`src/rtl/alu_stage_pkg.sv`:
```
package alu_stage_pkg;
  typedef enum logic [3:0] {
    FN_ADD    = 4'd0,
    FN_ADD1   = 4'd1,
    FN_SUB    = 4'd2,
    FN_SUBC   = 4'd3,
    FN_AND    = 4'd4,
    FN_OR     = 4'd5,
    FN_NOTA   = 4'd6,
    FN_NOTB   = 4'd7,
    FN_NEGA   = 4'd8,
    FN_NEGB   = 4'd9,
    FN_NAANDB = 4'd10,
    FN_AANDNB = 4'd11,
    FN_XOR    = 4'd12,
    FN_XNOR   = 4'd13,
    FN_PASSA  = 4'd14,
    FN_PASSB  = 4'd15
  } alu_fn_e;
endpackage

```
`src/rtl/alu_stage_reg.sv`:
```
module alu_stage_reg #(
  parameter int W = 32
) (
  input  logic         clk,
  input  logic         rst,
  input  logic         load,
  input  logic [W-1:0] d,
  output logic [W-1:0] q
);
  always_ff @(posedge clk) begin
    if (rst)       q <= '0;
    else if (load) q <= d;
  end
endmodule

```
`src/rtl/alu_stage_opmux.sv`:
```
module alu_stage_opmux #(
  parameter int W     = 32,
  parameter int CONST = 4
) (
  input  logic         sel_y,
  input  logic [W-1:0] y_val,
  output logic [W-1:0] opnd
);
  localparam logic [W-1:0] CONST_V = W'(CONST);
  always_comb opnd = sel_y ? y_val : CONST_V;
endmodule

```
`src/rtl/alu_stage_alu.sv`:
```
module alu_stage_alu
  import alu_stage_pkg::*;
#(
  parameter int W = 32
) (
  input  logic [W-1:0] a,
  input  logic [W-1:0] b,
  input  logic [3:0]   func,
  input  logic         cin,
  output logic [W-1:0] f
);
  logic [W-1:0] add_x, add_y, sum;
  logic         add_c;
  alu_fn_e      fn;

  always_comb fn = alu_fn_e'(func);

  // shared adder operand steering
  always_comb begin
    add_x = a;
    add_y = b;
    add_c = 1'b0;
    unique case (fn)
      FN_ADD:  add_c = cin;
      FN_ADD1: add_c = 1'b1;
      FN_SUB:  begin add_y = ~b; add_c = 1'b1; end
      FN_SUBC: begin add_y = ~b; add_c = cin;  end
      FN_NEGA: begin add_x = ~a; add_y = '0; add_c = 1'b1; end
      FN_NEGB: begin add_x = ~b; add_y = '0; add_c = 1'b1; end
      default: ;
    endcase
  end

  always_comb sum = add_x + add_y + {{(W-1){1'b0}}, add_c};

  always_comb begin
    unique case (fn)
      FN_ADD, FN_ADD1, FN_SUB, FN_SUBC,
      FN_NEGA, FN_NEGB: f = sum;
      FN_AND:    f = a & b;
      FN_OR:     f = a | b;
      FN_NOTA:   f = ~a;
      FN_NOTB:   f = ~b;
      FN_NAANDB: f = ~a & b;
      FN_AANDNB: f = a & ~b;
      FN_XOR:    f = a ^ b;
      FN_XNOR:   f = ~(a ^ b);
      FN_PASSA:  f = a;
      FN_PASSB:  f = b;
      default:   f = '0;
    endcase
  end
endmodule

```
`src/rtl/alu_stage.sv`:
```
module alu_stage #(
  parameter int W = 32
) (
  input  logic         clk,
  input  logic         rst,
  input  logic [W-1:0] bus_in,
  input  logic         ext_drive,
  input  logic         y_load,
  input  logic         z_load,
  input  logic         z_drive,
  input  logic         sel_y,
  input  logic [3:0]   func,
  input  logic         carry_in,
  output logic [W-1:0] bus_q
);
  logic [W-1:0] y_q, z_q, opnd_a, alu_f;

  // resolved bus: Z when enabled, otherwise the other driver
  always_comb bus_q = z_drive ? z_q : bus_in;

  alu_stage_reg #(.W(W)) y_reg_i (
    .clk(clk), .rst(rst), .load(y_load), .d(bus_q), .q(y_q)
  );

  alu_stage_opmux #(.W(W), .CONST(4)) opmux_i (
    .sel_y(sel_y), .y_val(y_q), .opnd(opnd_a)
  );

  alu_stage_alu #(.W(W)) alu_i (
    .a(opnd_a), .b(bus_q), .func(func), .cin(carry_in), .f(alu_f)
  );

  alu_stage_reg #(.W(W)) z_reg_i (
    .clk(clk), .rst(rst), .load(z_load), .d(alu_f), .q(z_q)
  );
endmodule

```
`config.mk`:
```
export PLATFORM = sky130hd
export DESIGN_NAME = alu_stage
export DESIGN_NICKNAME = d
export VERILOG_FILES = /design/src/rtl/alu_stage_pkg.sv /design/src/rtl/alu_stage_reg.sv /design/src/rtl/alu_stage_opmux.sv /design/src/rtl/alu_stage_alu.sv /design/src/rtl/alu_stage.sv
export SDC_FILE = /design/constraint.sdc
export NUM_CORES = 1
export LEC_CHECK = 0
export BUFFER_PORTS_ARGS = -buffer_cell sky130_fd_sc_hd__buf_2
export CAP_MARGIN = 0
export CORE_MARGIN = 2
export CORE_UTILIZATION = 54
export CTS_CLUSTER_SIZE = 8
export DETAILED_ROUTE_END_ITERATION = 8
export PLACE_DENSITY = 0.79
export SYNTH_ARGS = -nofsm -noshare
export SYNTH_HDL_FRONTEND = slang
export SYNTH_SLANG_ARGS = --single-unit
```
`constraint.sdc`:
```
create_clock -name clk -period 5.1 [get_ports clk]
set_input_delay 0.255 -clock clk [delete_from_list [all_inputs] [get_ports clk]]
set_output_delay 0.255 -clock clk [all_outputs]
set_load 0.03 [all_outputs]
```
==> results of run 1 <==
flip-flops by register name, summed over array words and instances, names as in the netlist:
signal / flops
z_reg_i.q: 32
y_reg_i.q: 32
cells in the final DEF (no fill, tap or decap), types with 24 or more instances in the layout:
| master | instances |
|---|---|
| buf_4 | 46 |
| ha_1 | 94 |
| mux2i_1 | 33 |
| dfxtp_1 | 64 |
| a211oi_1 | 47 |
| buf_2 | 74 |
| o21ai_0 | 101 |
| o22ai_1 | 32 |
| a221oi_1 | 24 |
| nor3_1 | 57 |
| nand2_1 | 156 |
| a21oi_1 | 94 |
| nor2_1 | 119 |
| inv_1 | 46 |
| xor2_1 | 40 |
metrics by stage:
| stage | area (µm²) | std cells |
|---|---|---|
| 2_1_floorplan | 8810 | 1263 |
| 3_3_place_gp | 9350 | 1496 |
| 3_5_place_dp | 9350 | 1496 |
| 4_1_cts | 9640 | 1511 |
| 5_1_grt | 9640 | 1511 |
| 6_report | 9640 | 1511 |
per-layer routing:
| metal | track usage [%] | share of wire [%] | vias up |
|---|---|---|---|
| met5 | 0 | 0 | - |
| met4 | 16.4 | 4.1 | 0 |
| met3 | 4.42 | 9.2 | 91 |
| met2 | 54.1 | 46 | 563 |
| met1 | 42.4 | 41 | 4538 |
| li1 | - | - | 4730 |
worst max-delay path: cells and delay by family:
kind                     cells  cell delay [ns]
buffers and inverters        4             1.12
adder cells (fa/ha/maj)      1             0.46
AO/OA/AOI/OAI                6             1.65
AND/OR/NAND/NOR              5             0.54
XOR/XNOR                     1             0.09
cell families (layout without fill, tap and decap cells):
family,count (synthesis),count (layout),synth area share [%]
fa+ha+maj,96,96,13.8
compound gates,441,441,33.6
mux,35,35,4.03
xor+xnor,59,59,5.86
flops,64,64,14.5
buf+inv,150,182,7.23
simple gates,418,418,20.9
path summary, 6_finish.rpt:
check / start / end / slack [ns] / cells after the start
hold reg to reg: z_reg_i.q[1] / z_reg_i.q[1] / 0.47 / 2
setup / recovery: func[3] / z_reg_i.q[24] / 1.16 / 17
hold / removal: bus_in[21] / y_reg_i.q[21] / 0.39 / 4
setup reg to reg: z_reg_i.q[0] / z_reg_i.q[24] / 1.17 / 15
final cells by class:
type                       instances  share of cell area [%]
multi-input combinational       1049                    71.6
clock buffer                      12                    2.56
inverter                          47                    1.83
clock inverter                     3                   0.441
sequential                        64                    13.3
timing repair buffer             120                    7.43
tap                              216                    2.80
power groups by stage:
stage	combinational [mW]	sequential, mW	clock (mW)
after floorplan	0.742	0.573	0
after global placement	0.965	0.578	0
after detailed placement	0.986	0.580	0
after CTS	0.992	0.569	0.644
after global routing	1.11	0.575	0.663
final	1.01	0.570	0.642
==> results.md, run 1 <==
* Final Hold Vio Count at 0
* Ratio of cells with drive above 1 in the final layout at approximately an eighth
* Switching pwr at 0.926 mW
* TritonCTS Buffers at 9
* CP arrival at between 4 and 5 ns
* Net Sw Frac at a little over two fifths
* Seq pwr share at 25.6%
* Starting Density at 55.3%
* Fmax at 254 MHz
* Wire per inst at 19.3 µm
* Hold Buf Count CTS at 0
* Largest net degree at the start of global routing at 66
* Ports at 76
* Power Total at approximately 2.2 mW
* Peak supply drop at 0.170 mV
* Final Skew at 0.00871 ns
* Post-route setup slack at 1.16 ns
* Status: completed
* DRC at 0
* Max-Cap Viols at 0
* Top_reg_cell synth: dfxtp_1
* Post-Syn Instances at 1,263
* Synth top cells by count: 156 x nand2_1, 120 x nor2_1, 101 x o21ai_0
* Crit-path max cell delay at around 0.46 ns
* Post-CTS Setup Bufs at 0
* Gate power share at 45.5%
* First-pass GRT wire length at 47,200 µm
* Synth unique cells at 80
* Area share of the largest cell type after synthesis at 14.5%
* H-Tree Depth at 3
* Clk pwr share at roughly 29%
* DR iter-0 viols at ~1,200
* Slowest cell on the critical path: fa_1
* Routed WL at 29,200 µm
* Die X-Extent at about 130 µm
* Register area at 1280 µm²
* Post-synthesis instance area at about 8800 µm²
* Post-DP HPWL at 19,500 µm
* Pre-CTS WS at 0.849 ns
* Total grt overflow at 0
* Final Max Slew Viols at 0
* Post-synth top area cell: dfxtp_1
* Internal at 1.30 mW
* Fin util at between 60% and 70%
* Crit path launch type: input pin
* Min-delay worst type: in -> reg
* RSZ-0062 raised after global routing: no
* Vias in the first global route at 9,099
* Core area at 15,900 µm²
* PortBufs at 74
* Antenna Violating Nets Remaining at 0
* Final min period at 3.94 ns
* WS Path Type: in -> reg
* Worst EP required at about 5.3 ns
* Clock root buffer: clkbuf_16
* TritonCTS clock tree: yes
* Vias at 9,922
* Final setup viols at 0
* Synth async-reset ratio at 0%
* Pre-antenna DRT Iters at 5
* # fillers at 1,502
* Syn Nets at 1,403
* Sequential area share after synthesis at 14.5%
* DR vias/cell at between 6 and 7
* GRT Total Usage at 32.9%
* CTS clk-pin slew, worst paths at 0.05 ns
* Synth Register Bits at 64
* Die ar. at 17,400 µm²
* Most common cell in the netlist: nand2_1
* Post-layout net count at 1,431
* Gpl congestion at 0.977
* Setup TNS at 0 ns
* Synthesis warning total at 0
* Most frequent CP cell: buf_4
* Nature of the critical path endpoint: register
* Initial antenna violation count at 0
* Row count at 46
* Slew @ Worst Pin at roughly 1.1 ns
* Pleak at 4.06 nW
* Die height at 132 µm
* Area growth, synth to finish at 9.33%
* Max Fanout on Critical Path at 30
* Post-CTS sizing at 0
* Clk_lat worst skew at approximately 0.35 ns
* Ant diodes at 0
* Worst Hold Slack at around 0.39 ns
* Multi-input logic area at 6900 µm²
* Top cells by area in the synthesized netlist: dfxtp_1 15%, ha_1 13%, nand2_1 6.6%, o21ai_0 5.7%, a21oi_1 5.3%
* Post-synth EDFFs at 0
* Clock sinks at 64
* Post-synthesis area per instance at 6.98 µm²
* Relative slew slack at 27.7%
* Worst path cell trace: buf_2 -> nor2b_1 -> buf_4 -> nand2b_1 -> nand2_1 -> buf_4 -> o21ai_0 -> fa_1 -> a21o_1 -> a221o_2 -> a211oi_2 -> a2111oi_0 -> buf_4 -> nor2b_1 -> xnor2_1 -> a21oi_1 -> nor3_1
* Clock buffer depth at 2
* Final Cycle Share at between 70 and 80%
* PwrDens at between 200 and 250 nW/µm²
Power figures use the tool's default switching activity.
==> run 2, diff against run 1 <==
Clock period 5.1 ns to 3.9 ns, I/O delays scaled along.
==> run 2 against run 1 <==
  * Hold slack worse by 0.044 ns
  * Die area unchanged
  * Sequential cell count unchanged
  * Critical path depth down 1
  * Power up 32%
  * Via count up 2.4%
  * Sequential power up 31%
  * Design area up 2.8%
  * First-iteration DRC count down 1.5%
  * Cell count up 2.2%
  * Worst setup slack worse by 0.86 ns
  * Non-clock buffer count up 32
==> results.md, run 2 (synthesis gave the netlist of run 1 again) <==
* Placed cells at 1,528
* Area growth, synth to finish at 12.4%
* Final setup viols at 0
* Clock buffer depth at 2
* PwrDens at 295 nW/µm²
* Worst path cell trace: nand2_1 -> nor2_1 -> a21oi_1 -> a21oi_1 -> fa_1 -> inv_1 -> fa_1 -> a21o_1 -> a221o_2 -> a211oi_4 -> a2111oi_0 -> buf_4 -> nor2b_1 -> xnor2_1 -> a21oi_1 -> nor3_1
* DR iter-0 viols at 1,219
* Wire per inst at ~20 µm
* Pleak at ~4.2 nW
* Crit-path max cell delay at 0.46 ns
* GRT Total Usage at 33.9%
* CP Buf/Inv Count at 2
* H-Tree Depth at 3
* Worst EP required at 4.16 ns
* Clock sinks at 64
* First-pass GRT wire length at ~48,000 µm
* Row count at 46
* DR vias/cell at 6.58
* Clk_lat worst skew at roughly 0.36 ns
* Final Cycle Share at around 90%
* Delay-heaviest family, CP: compound AO/OA/AOI/OAI gates
* Post-layout net count at 1,463
* Met2 Use GR at between 50% and 60%
* Max-Cap Viols at 0
* PortBufs at 74
* Status: completed
* Final Max Slew Viols at 0
* Fmax at around 280 MHz
* Post-Layout Cell Count at about 1,500
* Nature of the critical path endpoint: register
* RSZ-0062 raised after global routing: no
* WS Path Type: reg -> reg
* TritonCTS Buffers at 9
* Die X-Extent at ~130 µm
* Vias at 10,161
* DRC at 0
* Slowest cell on the critical path: fa_1
* Max Fanout on Critical Path at 8
* Commonest cells after routing, fill and taps aside: 156 x nand2_1, 119 x nor2_1, 101 x o21ai_0, 94 x a21oi_1, 94 x ha_1
* Crit path launch type: register
* Most frequent CP cell: a21oi_1
* Peak supply drop at 0.255 mV
* Core area at 15,900 µm²
* Die ar. at 17,400 µm²
* Min-delay worst type: in -> reg
* Starting Density at around 55%
* Gpl congestion at 1.05
* Ratio of cells with drive above 1 in the final layout at 14.5%
* Slew @ Worst Pin at 0.931 ns
* Pre-antenna DRT Iters at 7
* CP arrival at 3.86 ns
* Leading cell type in the layout, fill and taps excluded: nand2_1
* Routed WL at 30,200 µm
* Die height at 132 µm
* Final Skew at 0.0143 ns
* Setup TNS at 0 ns
* CTS clk-pin slew, worst paths at 0.07 ns
* Final Hold Vio Count at 0
* Post-DP HPWL at 20,700 µm
* Fin util at 62.1%
* Relative slew slack at 37.8%
* Ports at 76
* TritonCTS clock tree: yes
* Initial antenna violation count at 0
* Power Total at roughly 2.9 mW
* Ant diodes at 0
* Antenna Violating Nets Remaining at 0
* Clock root buffer: clkbuf_16
* Total grt overflow at 0
* Global routing met3 resource utilization at under 10%
* Worst Hold Slack at 0.342 ns
* Final min period at 3.60 ns
* Largest net degree at the start of global routing at 65
* GRT met1 Usage at about 44%
* Vias in the first global route at 9,372
* Largest regs: y_reg_i.q (32), z_reg_i.q (32)
* Most used routing layer: met2
[run 2: path summary, 6_finish.rpt]
check	from	end	slack (ns)	cells after the start
setup reg to reg	y_reg_i.q[0]	z_reg_i.q[24]	0.30	16
setup / recovery	y_reg_i.q[0]	z_reg_i.q[24]	0.30	16
hold reg to reg	z_reg_i.q[8]	z_reg_i.q[8]	0.48	2
hold / removal	bus_in[28]	y_reg_i.q[28]	0.34	4
[run 2: metal layers]
layer	up-vias	routed length (µm)
met5	-	0
met4	0	1230
li1	4771	-
met3	122	3120
met1	4657	12500
met2	611	13400
[run 2: cell type report]
class	instances	area [µm²]
Multi-Input combinational cell	1049	6910
Fill cell	1521	6040
Sequential cell	64	1280
Timing Repair Buffer	152	981
Clock buffer	13	270
Tap cell	216	270
Inverter	47	176
Clock inverter	3	15.0
[run 2: worst reg2reg max path: stages, from the launching register on]
cell and delay (ns):
dfxtp_1 0.33, nand2_1 0.18, nor2_1 0.14, a21oi_1 0.05, a21oi_1 0.19, fa_1 0.25, inv_1 0.09, fa_1 0.46
a21o_1 0.21, a221o_2 0.39, a211oi_4 0.31, a2111oi_0 0.15, buf_4 0.16, nor2b_1 0.13, xnor2_1 0.16, a21oi_1 0.11
nor3_1 0.17
[run 2: metrics by stage]
stage,area [µm²],setup slack [ns]
6_report,9910,0.302
5_1_grt,9910,0.0309
4_1_cts,9900,0.297
3_5_place_dp,9610,0.201
3_3_place_gp,9610,0.222
2_1_floorplan,8820,0.00334
[run 2: timing repair]
action,in CTS,in global routing
resized for setup,0,1
buffers inserted,0,0
setup endpoints to repair,0,1
hold buffers,0,0
[run 2: report_power, final]
group / switching (mW) / total [mW] / internal (mW)
combinational: 0.863 / 1.37 / 0.509
clock: 0.328 / 0.808 / 0.479
sequential: 0.0333 / 0.746 / 0.713
total: 1.22 / 2.93 / 1.70
==> run 3, diff against run 2 <==
Settings changed: REMOVE_ABC_BUFFERS set to 1.
==> run 3 against run 2 <==
  * Fmax down 1.9%
  * Global-route usage is 0.48 points higher
  * Sequential cell count did not move
  * Clock skew shrank 0.0074 ns
  * Routed wire length hardly changed
  * Die area stayed put
  * Register-to-register slack got worse by 0.07 ns
  * Worst setup slack lost 0.069 ns
  * Combinational power about the same
  * Power shrank 1.0%
  * Sequential power hardly changed
  * Largest cell class unchanged
  * Largest power group unchanged
  * Highest routed layer unchanged
==> results.md, run 3 (synthesis gave the netlist of run 1 again) <==
* Delay-heaviest family, CP: compound AO/OA/AOI/OAI gates
* Pre-CTS WS at 0.129 ns
* Hold Buf Count CTS at 0
* Core area at around 16,000 µm²
* Worst path cell trace: mux2i_1 -> inv_1 -> a21oi_1 -> a21oi_1 -> fa_1 -> inv_1 -> fa_1 -> a21o_1 -> a221o_2 -> nand3_1 -> o2111ai_1 -> buf_4 -> nand4b_1 -> o21ai_0 -> o21ai_0 -> a211oi_1
* RSZ-0062 raised after global routing: no
* Final Cycle Share at 94.0%
* Final setup viols at 0
* Post-Layout Cell Count at between 1,500 and 2,000
* Starting Density at 55.3%
* Critical Path Start: z_reg_i.q[0]
* Die height at ~130 µm
* CTS clk-pin slew, worst paths at 0.06 ns
* Wire per inst at between 15 and 20 µm
* DR iter-0 viols at 1,535
* Die ar. at 17,400 µm²
* Ports at 76
* Leading cell type in the layout, fill and taps excluded: nand2_1
* Fin area at 9930 µm²
* Post-CTS Setup Bufs at 0
* Routed WL at 30,200 µm
* Worst reg-to-reg path cell count at 16
* Flop2flop setup slack at 0.23 ns
* Pleak at 4.23 nW
* First-pass GRT wire length at 48,900 µm
* Crit path capture: z_reg_i.q[30]
* Switching pwr at 1.23 mW
* Final Skew at 0.00683 ns
* Post-DP HPWL at between 20,000 and 25,000 µm
* Die X-Extent at 132 µm
* Clk pwr share at 26.1%
* Min-delay worst type: in -> reg
* Gate power share at about half
* Row count at 46
* Post-layout net count at roughly 1,500
* TritonCTS clock tree: yes
* PortBufs at 74
* Clk_lat worst skew at 0.35 ns
* Vias in the first global route at 9,459
* Max Fanout on Critical Path at 7
* Slowest cell on the critical path: fa_1
* Vias at 10,224
* TritonCTS Buffers at 9
* Pre-antenna DRT Iters at 6
* WS Path Type: reg -> reg
* Crit path launch type: register
* H-Tree Depth at 3
* Area growth, synth to finish at 12.7%
* PwrDens at 292 nW/µm²
* Ant diodes at 0
* DP Area at 9670 µm²
* Final Max Slew Viols at 0
* Multi-input logic area at 6910 µm²
* Nature of the critical path endpoint: register
* Relative slew slack at 38.3%
* GRT Total Usage at between 30% and 40%
* Largest regs: y_reg_i.q (32), z_reg_i.q (32)
* CP Buf/Inv Count at 3
* Clock buffer depth at 2
* Max-Cap Viols at 0
* Crit-path max cell delay at 0.45 ns
* Post-CTS sizing at 0
* Ratio of cells with drive above 1 in the final layout at between 10% and 20%
* Commonest cells after routing, fill and taps aside: 156 x nand2_1, 119 x nor2_1, 101 x o21ai_0, 94 x a21oi_1, 94 x ha_1
* Worst Hold Slack at 0.337 ns
* Final min period at around 3.7 ns
* Worst EP required at 4.10 ns
* Peak supply drop at 0.232 mV
* Fmax at 273 MHz
* Clock root buffer: clkbuf_16
* Total grt overflow at 0
* # fillers at 1,458
* Status: completed
* DRC at 0
* Beginning of the worst register-to-register path: z_reg_i.q[0]
* Final Hold Vio Count at 0
* Net Sw Frac at 42.4%
* DR vias/cell at 6.61
* Antenna Violating Nets Remaining at 0
* Largest net degree at the start of global routing at 63
* Critical path depth in cells at 16
* CP arrival at 3.87 ns
* Initial antenna violation count at 0
* Placed cells at 1,532
* Clock sinks at 64
* Crit Reg-Reg Endpoint: z_reg_i.q[30]
* Post-route setup slack at between 0.2 and 0.25 ns
* Seq pwr share at 25.8%
* Register area at 1280 µm²
* Slew @ Worst Pin at 0.918 ns
* Gpl congestion at 1.05
* Internal at 1.67 mW
run 3: worst min path at each step:
stage                     slack (ns)          from            to  depth (start not counted)
final                           0.34     bus_in[7]  y_reg_i.q[7]                          4
after global routing            0.38     bus_in[7]  y_reg_i.q[7]                          4
after CTS                       0.33     bus_in[7]  y_reg_i.q[7]                          4
after detailed placement        0.46  z_reg_i.q[4]  z_reg_i.q[4]                          2
after global placement          0.46  z_reg_i.q[4]  z_reg_i.q[4]                          2
after floorplan                 0.26           rst  z_reg_i.q[1]                          1
run 3: final cells by class:
class / instances / share of cell area (%)
multi-input cells: 1049 / 69.6
clock inverters: 1 / 0.0504
inverters: 47 / 1.78
well taps: 216 / 2.72
clock buffers: 13 / 2.52
repair buffers: 156 / 10.4
flip-flops and latches: 64 / 12.9
run 3: power by group through the flow:
stage | logic, mW | registers, mW | clock network [mW]
2_1_floorplan | 0.885 | 0.750 | 0
3_3_place_gp | 1.32 | 0.756 | 0
3_5_place_dp | 1.35 | 0.758 | 0
4_1_cts | 1.36 | 0.745 | 0.762
5_1_grt | 1.53 | 0.752 | 0.784
6_report | 1.39 | 0.746 | 0.757
run 3: metal layers:
layer  share of wire (%)  vias up  track usage, %
met4                 3.2        0            13.8
met2                  43      647            53.5
met3                  11      103            7.07
met1                  42     4683            46.5
met5                   0        -               0
li1                    -     4791               -
run 3: tightest hold or removal path, cell delays in order:
cell and delay [ns]:
buf_2 0.10, mux2i_1 0.11, buf_4 0.17, a211oi_1 0.07
run 3: metrics by stage:
stage	total power, mW	util, %	TNS [ns]
3_3_place_gp	2.08	60.6	0
5_1_grt	3.06	62.3	0
4_1_cts	2.87	62.2	0
2_1_floorplan	1.64	-	-4.48
3_5_place_dp	2.11	60.6	0
6_report	2.90	62.3	0
